$ cat config.mk
export PLATFORM = sky130hd
export DESIGN_NAME = phase_clk_div
export DESIGN_NICKNAME = d
export VERILOG_FILES = /design/src/rtl/pcd_pkg.sv /design/src/rtl/pcd_cfg_capture.sv /design/src/rtl/pcd_phase_wait.sv /design/src/rtl/pcd_wave_gen.sv /design/src/rtl/phase_clk_div.sv
export SDC_FILE = /design/constraint.sdc
export NUM_CORES = 1
export LEC_CHECK = 0
export CAP_MARGIN = 5
export CORE_MARGIN = 4
export CORE_UTILIZATION = 62
export DETAILED_ROUTE_END_ITERATION = 8
export DONT_BUFFER_PORTS = 1
export PLACE_DENSITY_LB_ADDON = 0.15
export SETUP_SLACK_MARGIN = 0.5
export SYNTH_ARGS = -nofsm -noshare
export SYNTH_HDL_FRONTEND = slang
export SYNTH_SLANG_ARGS = --single-unit
$ cat constraint.sdc
create_clock -name clk_i -period 23.8 [get_ports clk_i]
set_input_delay 4.76 -clock clk_i [delete_from_list [all_inputs] [get_ports clk_i]]
set_output_delay 4.76 -clock clk_i [all_outputs]
set_load 0.01 [all_outputs]
$ cat src/rtl/pcd_pkg.sv
package pcd_pkg;
  typedef enum logic [1:0] {
    WS_IDLE  = 2'd0,
    WS_COUNT = 2'd1,
    WS_RUN   = 2'd2
  } wait_st_e;
endpackage

$ cat src/rtl/pcd_cfg_capture.sv
// Samples ratio and phase on the first edge that sees sync low after high.
module pcd_cfg_capture #(
  parameter int RATIO_W = 4,
  parameter int PHASE_W = 4,
  parameter int CNT_W   = RATIO_W + 1
) (
  input  logic               clk_i,
  input  logic               rst_i,
  input  logic               sync_i,
  input  logic [RATIO_W-1:0] ratio_m1_i,
  input  logic [PHASE_W-1:0] phase_i,
  output logic               load_o,
  output logic [PHASE_W-1:0] wait_o,
  output logic [CNT_W-1:0]   n_o,
  output logic [CNT_W-1:0]   hi_o,
  output logic               bypass_o
);
  localparam int SUM_W = CNT_W + PHASE_W;

  logic             sync_q;
  logic [CNT_W-1:0] n_in;
  logic [CNT_W-1:0] hi_in;
  logic [SUM_W-1:0] ph_ext;
  logic [SUM_W-1:0] n_ext;

  assign n_in   = CNT_W'(ratio_m1_i) + CNT_W'(1);
  assign hi_in  = CNT_W'((n_in + CNT_W'(1)) >> 1);
  assign ph_ext = SUM_W'(phase_i);
  assign n_ext  = SUM_W'(n_in);
  assign wait_o = PHASE_W'(ph_ext % n_ext);
  assign load_o = sync_q & ~sync_i;

  always_ff @(posedge clk_i) begin
    if (rst_i) begin
      sync_q   <= 1'b0;
      n_o      <= CNT_W'(1);
      hi_o     <= CNT_W'(1);
      bypass_o <= 1'b0;
    end else begin
      sync_q <= sync_i;
      if (load_o) begin
        n_o      <= n_in;
        hi_o     <= hi_in;
        bypass_o <= (ratio_m1_i == '0);
      end
    end
  end
endmodule

$ cat src/rtl/pcd_phase_wait.sv
// Counts down the phase offset after a load and flags the start cycle.
module pcd_phase_wait #(
  parameter int PHASE_W = 4
) (
  input  logic               clk_i,
  input  logic               rst_i,
  input  logic               sync_i,
  input  logic               load_i,
  input  logic [PHASE_W-1:0] wait_i,
  output logic               start_o
);
  import pcd_pkg::*;

  wait_st_e           st_q;
  logic [PHASE_W-1:0] cnt_q;

  assign start_o = (st_q == WS_COUNT) && (cnt_q == '0);

  always_ff @(posedge clk_i) begin
    if (rst_i || sync_i) begin
      st_q  <= WS_IDLE;
      cnt_q <= '0;
    end else if (load_i) begin
      st_q  <= WS_COUNT;
      cnt_q <= wait_i;
    end else if (st_q == WS_COUNT) begin
      if (cnt_q == '0) st_q <= WS_RUN;
      else             cnt_q <= cnt_q - PHASE_W'(1);
    end
  end
endmodule

$ cat src/rtl/pcd_wave_gen.sv
// Position counter over one output period; level is high for the first hi_i positions.
module pcd_wave_gen #(
  parameter int CNT_W = 5
) (
  input  logic             clk_i,
  input  logic             rst_i,
  input  logic             sync_i,
  input  logic             start_i,
  input  logic [CNT_W-1:0] n_i,
  input  logic [CNT_W-1:0] hi_i,
  output logic             lvl_o,
  output logic             active_o
);
  logic [CNT_W-1:0] pos_q;
  logic [CNT_W-1:0] pos_nxt;

  assign pos_nxt = (pos_q == n_i - CNT_W'(1)) ? '0 : pos_q + CNT_W'(1);

  always_ff @(posedge clk_i) begin
    if (rst_i || sync_i) begin
      pos_q    <= '0;
      lvl_o    <= 1'b0;
      active_o <= 1'b0;
    end else if (start_i) begin
      pos_q    <= '0;
      lvl_o    <= 1'b1;
      active_o <= 1'b1;
    end else if (active_o) begin
      pos_q <= pos_nxt;
      lvl_o <= (pos_nxt < hi_i);
    end
  end
endmodule

$ cat src/rtl/phase_clk_div.sv
module phase_clk_div #(
  parameter int RATIO_W = 4,
  parameter int PHASE_W = 4
) (
  input  logic               clk_i,
  input  logic               rst_i,
  input  logic               sync_i,
  input  logic [RATIO_W-1:0] ratio_m1_i,
  input  logic [PHASE_W-1:0] phase_i,
  output logic               div_o
);
  localparam int CNT_W = RATIO_W + 1;

  logic               load;
  logic [PHASE_W-1:0] wait_val;
  logic [CNT_W-1:0]   cfg_n;
  logic [CNT_W-1:0]   cfg_hi;
  logic               bypass;
  logic               start;
  logic               lvl_q;
  logic               active;

  pcd_cfg_capture #(
    .RATIO_W(RATIO_W), .PHASE_W(PHASE_W), .CNT_W(CNT_W)
  ) u_cfg (
    .clk_i(clk_i), .rst_i(rst_i), .sync_i(sync_i),
    .ratio_m1_i(ratio_m1_i), .phase_i(phase_i),
    .load_o(load), .wait_o(wait_val), .n_o(cfg_n), .hi_o(cfg_hi),
    .bypass_o(bypass)
  );

  pcd_phase_wait #(.PHASE_W(PHASE_W)) u_wait (
    .clk_i(clk_i), .rst_i(rst_i), .sync_i(sync_i),
    .load_i(load), .wait_i(wait_val), .start_o(start)
  );

  pcd_wave_gen #(.CNT_W(CNT_W)) u_wave (
    .clk_i(clk_i), .rst_i(rst_i), .sync_i(sync_i), .start_i(start),
    .n_i(cfg_n), .hi_i(cfg_hi), .lvl_o(lvl_q), .active_o(active)
  );

  // Ratio 1: the level stays high while running, so the fast clock passes.
  assign div_o = lvl_q & (bypass ? clk_i : 1'b1);
endmodule

[Yosys cells after proc, flatten, opt, wreduce, memory -nomap -nowiden]
Cells that the tools add are included.
Word-level totals
  output and inout bits: 1
  word-level logic and storage cells: 45
  input bits: 11
  register bits after elaboration: 24
Operators by class
  eq/ne operators: 3
  div/mod/pow operators: 1
  bitwise logic cells: 3
  $lt $le $gt $ge: 1
  mux-type cells: 10
  $add $sub $neg: 5
  reductions and logical operators: 12
Operators by type and width (count)
  $mux 4: 3
  $add 5x1->5 const B: 2
  $mod 4x5->9: 1
  $logic_not 4->1: 2
  $mux 1: 6
  $reduce_and 2->1: 3
  $reduce_bool 2->1: 3
  $add 4x1->5 const B: 1
  $eq 5x5->1: 1
  $lt 5x4->1: 1
  $mux 5: 1
  $sub 5x1->5 const B: 1
  $reduce_or 2->1: 2
  $sub 4x1->4 const B: 1
  $and 1x1->1: 2
  $eq 2x1->1 const B: 1
  $ne 2x2->1 const B: 1
  $logic_and 1x1->1: 1
  $logic_or 1x1->1: 1
  $not 1->1: 1

[Depth between registers and ports, before layout]
  depth in word-level cells: 6
  mapped depth: 64
  depth with buffers taken out: 64

[Modules after synthesis]
A second synthesis with hierarchy kept.
Unflattened totals
  cells, all modules: 404
  area total of the unflattened synthesis: 3324.4 um2
Modules (own cells, without submodules)
  pcd_cfg_capture: cells each 286, times used 1, area each 2278.4 um2, sequential area each 220.2 um2
  pcd_wave_gen: cells each 78, times used 1, area each 691.9 um2, sequential area each 140.1 um2
  pcd_phase_wait: cells each 38, times used 1, area each 342.8 um2, sequential area each 120.1 um2
  phase_clk_div: cells each 2, times used 1, area each 11.3 um2, sequential area each 0.0 um2

==> flow_summary.yaml <==
critical_path:
  start_kind: "primary input"
  crit_end: "u_wait.cnt_q[2]$_SDFFE_PP0P_"
  cp_common_cell: "ha_1"
  slowest_stage: "a21oi_1"
  cpPeakStageDelay_ps: 540
  crit_fanout: 15
  reg2reg_slack_ps: 20920
  arrival_ps: 17470
  worst_r2r_path_depth: 13
  reg2reg_to: "u_wave.lvl_o$_SDFFE_PP0P_"
  critical_path_class: "in -> reg"
  cp-end-kind: "flop"
  worstSetupStartpoint: "ratio_m1_i[0]"
  r2r-start: "u_wave.pos_q[2]$_SDFFE_PP0P_"
  cp.required_ps: 23960
timing:
  setup_viol: 0
  fin_crit_ps: 17300
  worstMarginPinSlew_ps: 1120
  finalSetupTns_ps: 0
  fin_crit_sh: 0.727
  finalHoldViolations: 0
  fmax_ghz: 0.0578
  final.setup_skew_ps: 2.46
  slew_headroom: 0.253
  rsz0062_at_grt: "false"
  drv_slew: 0
synth:
  synth_seq_area_share: 0.149
  synth-edff-count: 0
  yosys_warnings: 0
  netlist_instances: 409
  synth_seq_cells: 24
  synthFlopType: "dfxtp_1"
  synth.distinct_cells: 65
  syn_area_um2: 3230
  syn_avg_cell_area_um2: 7.91
  synth-async-reset-ratio: 0
layout:
  layout_common_cells: "ha_1 (46), nor2_1 (44), nand2_1 (33)"
  syn2layout_area_growth_pct: 4.14
  fin_area_um2: 3370
  drive_above_1_share: 0.0777
  fill_cells: 466
  final_common_cell: "ha_1"
  n_antenna_cell: 0
  nNetsFinal: 471
clock_tree:
  cts_buffers: 3
  htreeDepth: 1
  clk_pin_slew_ps: 80
  clk_path_buf_depth: 2
  cts_resized: 0
  clkLatencyLatePin_ps: 260
  cts_setup_buffers: 0
  cts_root_buffer: "clkbuf_8"
  cts_tree: "done"
  cts_hold_buf: 0
hold_path:
  min_from: "u_cfg.hi_o[2]$_SDFFE_PP0P_"
  hold_class: "reg -> reg"
routing:
  wl_mm: 6.95
  drtPass1Iterations: 5
  wire_per_inst_um: 14.4
  viasPerCell: 5.93
  initialDrtViolationCount: 93
  drc: 0
  drtAntennaViolNets: 0
  vias: 2860
global_routing:
  grt_pass1_vias: 2709
  grt_max_degree: 20
  grtUsageTotal: 0.230
  antenna_found_initial: 0
  gr-total-overflow: 0
  grt_pass1_wl_mm: 12.2
status:
  status: "complete, no violations"
die:
  dieArea_um2: 6440
  die_h_um: 80.2
  start_util: 0.637
  io_pins: 12
  core_um2: 5070
  fp.dieW_um: 80.2
  core.rowCount: 26
power_and_ir_drop:
  p_leak_nw: 1.44
  ir_worst_vdd_mv: 0.0837
  power_density_nw_per_um2: 135
placed_design:
  placed_cell_area_um2: 3320
  gp_congestion: 0.839
  port_buffers: 0
  dp_hpwl_mm: 5.66
flow_run:
  maxCapViolations: 0
-- kinds of logic (layout without fill, tap and decap cells) --
group | count (synthesis) | count (layout) | synth area share
fa+ha+maj | 47 | 47 | 0.184
xor+xnor | 27 | 27 | 0.0731
compound gates | 116 | 116 | 0.263
flops | 24 | 24 | 0.149
simple gates | 144 | 144 | 0.225
mux | 21 | 21 | 0.0704
other cells | 1 | 4 | 0.00116
buf+inv | 29 | 29 | 0.0348
-- where the power goes --
part           internal (mW)  switching (mW)  total (mW)  leakage (nW)
registers             0.0414         0.00105      0.0424         0.195
clock network         0.0119          0.0131      0.0250        0.0328
logic                  0.178           0.208       0.386          1.21
-- area by class of cell --
| cell class | count | area [um^2] | area share |
|---|---|---|---|
| tap | 70 | 87.6 | 0.0260 |
| clock inverter | 2 | 8.76 | 0.00260 |
| timing repair buffer | 2 | 15.0 | 0.00446 |
| sequential | 24 | 480 | 0.143 |
| inverter | 22 | 82.6 | 0.0245 |
| multi-input combinational | 359 | 2650 | 0.788 |
| clock buffer | 3 | 41.3 | 0.0123 |
-- sequential cells by signal, summed over array words and instances, names as in the netlist --
| register | count |
|---|---|
| u_cfg.n_o | 5 |
| u_wave.pos_q | 5 |
| u_cfg.hi_o | 4 |
| u_wait.cnt_q | 4 |
| u_wait.st_q | 2 |
| u_cfg.bypass_o | 1 |
| u_cfg.sync_q | 1 |
| u_wave.active_o | 1 |
| u_wave.lvl_o | 1 |
-- how the worst min path moves through the flow --
| stage | cells past startpoint | end |
|---|---|---|
| floorplan | 2 | u_cfg.hi_o[1]$_SDFFE_PP0P_ |
| global placement | 2 | u_cfg.hi_o[2]$_SDFFE_PP0P_ |
| detailed placement | 2 | u_cfg.hi_o[2]$_SDFFE_PP0P_ |
| CTS | 2 | u_cfg.hi_o[2]$_SDFFE_PP0P_ |
| global route | 2 | u_cfg.hi_o[2]$_SDFFE_PP0P_ |
| finish | 2 | u_cfg.hi_o[2]$_SDFFE_PP0P_ |
-- layer usage --
layer	wire, um	up-vias	global-route usage	part of all wire
met5	0	-	0	0
met4	17	0	0.0169	0.0024
met3	148	2	0.0280	0.021
met2	3240	27	0.391	0.47
met1	3540	1337	0.324	0.51
li1	-	1494	-	-
-- synthesized netlist by cell type (all sizes together), types with 2 or more instances --
master,instances,area share
o31a,2,0.0054
xnor2,20,0.054
o211a,2,0.0062
o31ai,3,0.0070
nor3b,2,0.0046
nor2b,10,0.019
o21a,10,0.023
a21o,7,0.016
nand3b,2,0.012
a211oi,3,0.0070
a211o,2,0.0058
o211ai,9,0.021
a31oi,5,0.012
nand3,7,0.011
a21boi,3,0.0070
ha,46,0.18
a21oi,29,0.048
o21ai,25,0.040
nor2,45,0.053
and3,3,0.0062
dfxtp,24,0.15
nor4,3,0.0058
nand2,33,0.038
o21bai,2,0.0046
mux2,11,0.039
inv,23,0.027
nand2b,8,0.015
or2,2,0.0039
xor2,7,0.019
and2,5,0.0097
mux2i,10,0.031
clkbuf,5,0.0058
or3,4,0.0093
nor3,15,0.023
-- through the flow --
| step | cells | setup WS [ps] | util | power, mW | hold WS [ps] |
|---|---|---|---|---|---|
| finish | 482 | 6500 | 0.664 | 0.454 | 456 |
| global route | 482 | 5190 | 0.664 | 0.499 | 482 |
| CTS | 482 | 6560 | 0.664 | 0.455 | 461 |
| detailed placement | 478 | 6320 | 0.655 | 0.429 | 449 |
| global placement | 478 | 6740 | 0.655 | 0.419 | 437 |
| floorplan | 412 | 6990 | - | 0.370 | 432 |
-- critical path: cells and delay by family --
kind | cells | cell delay, ps
fa+ha+maj | 9 | 2840
compound gates | 26 | 5390
simple gates | 20 | 3020
buf+inv | 1 | 170
mux | 4 | 1270
No activity file was read; power rests on OpenSTA's default activity.
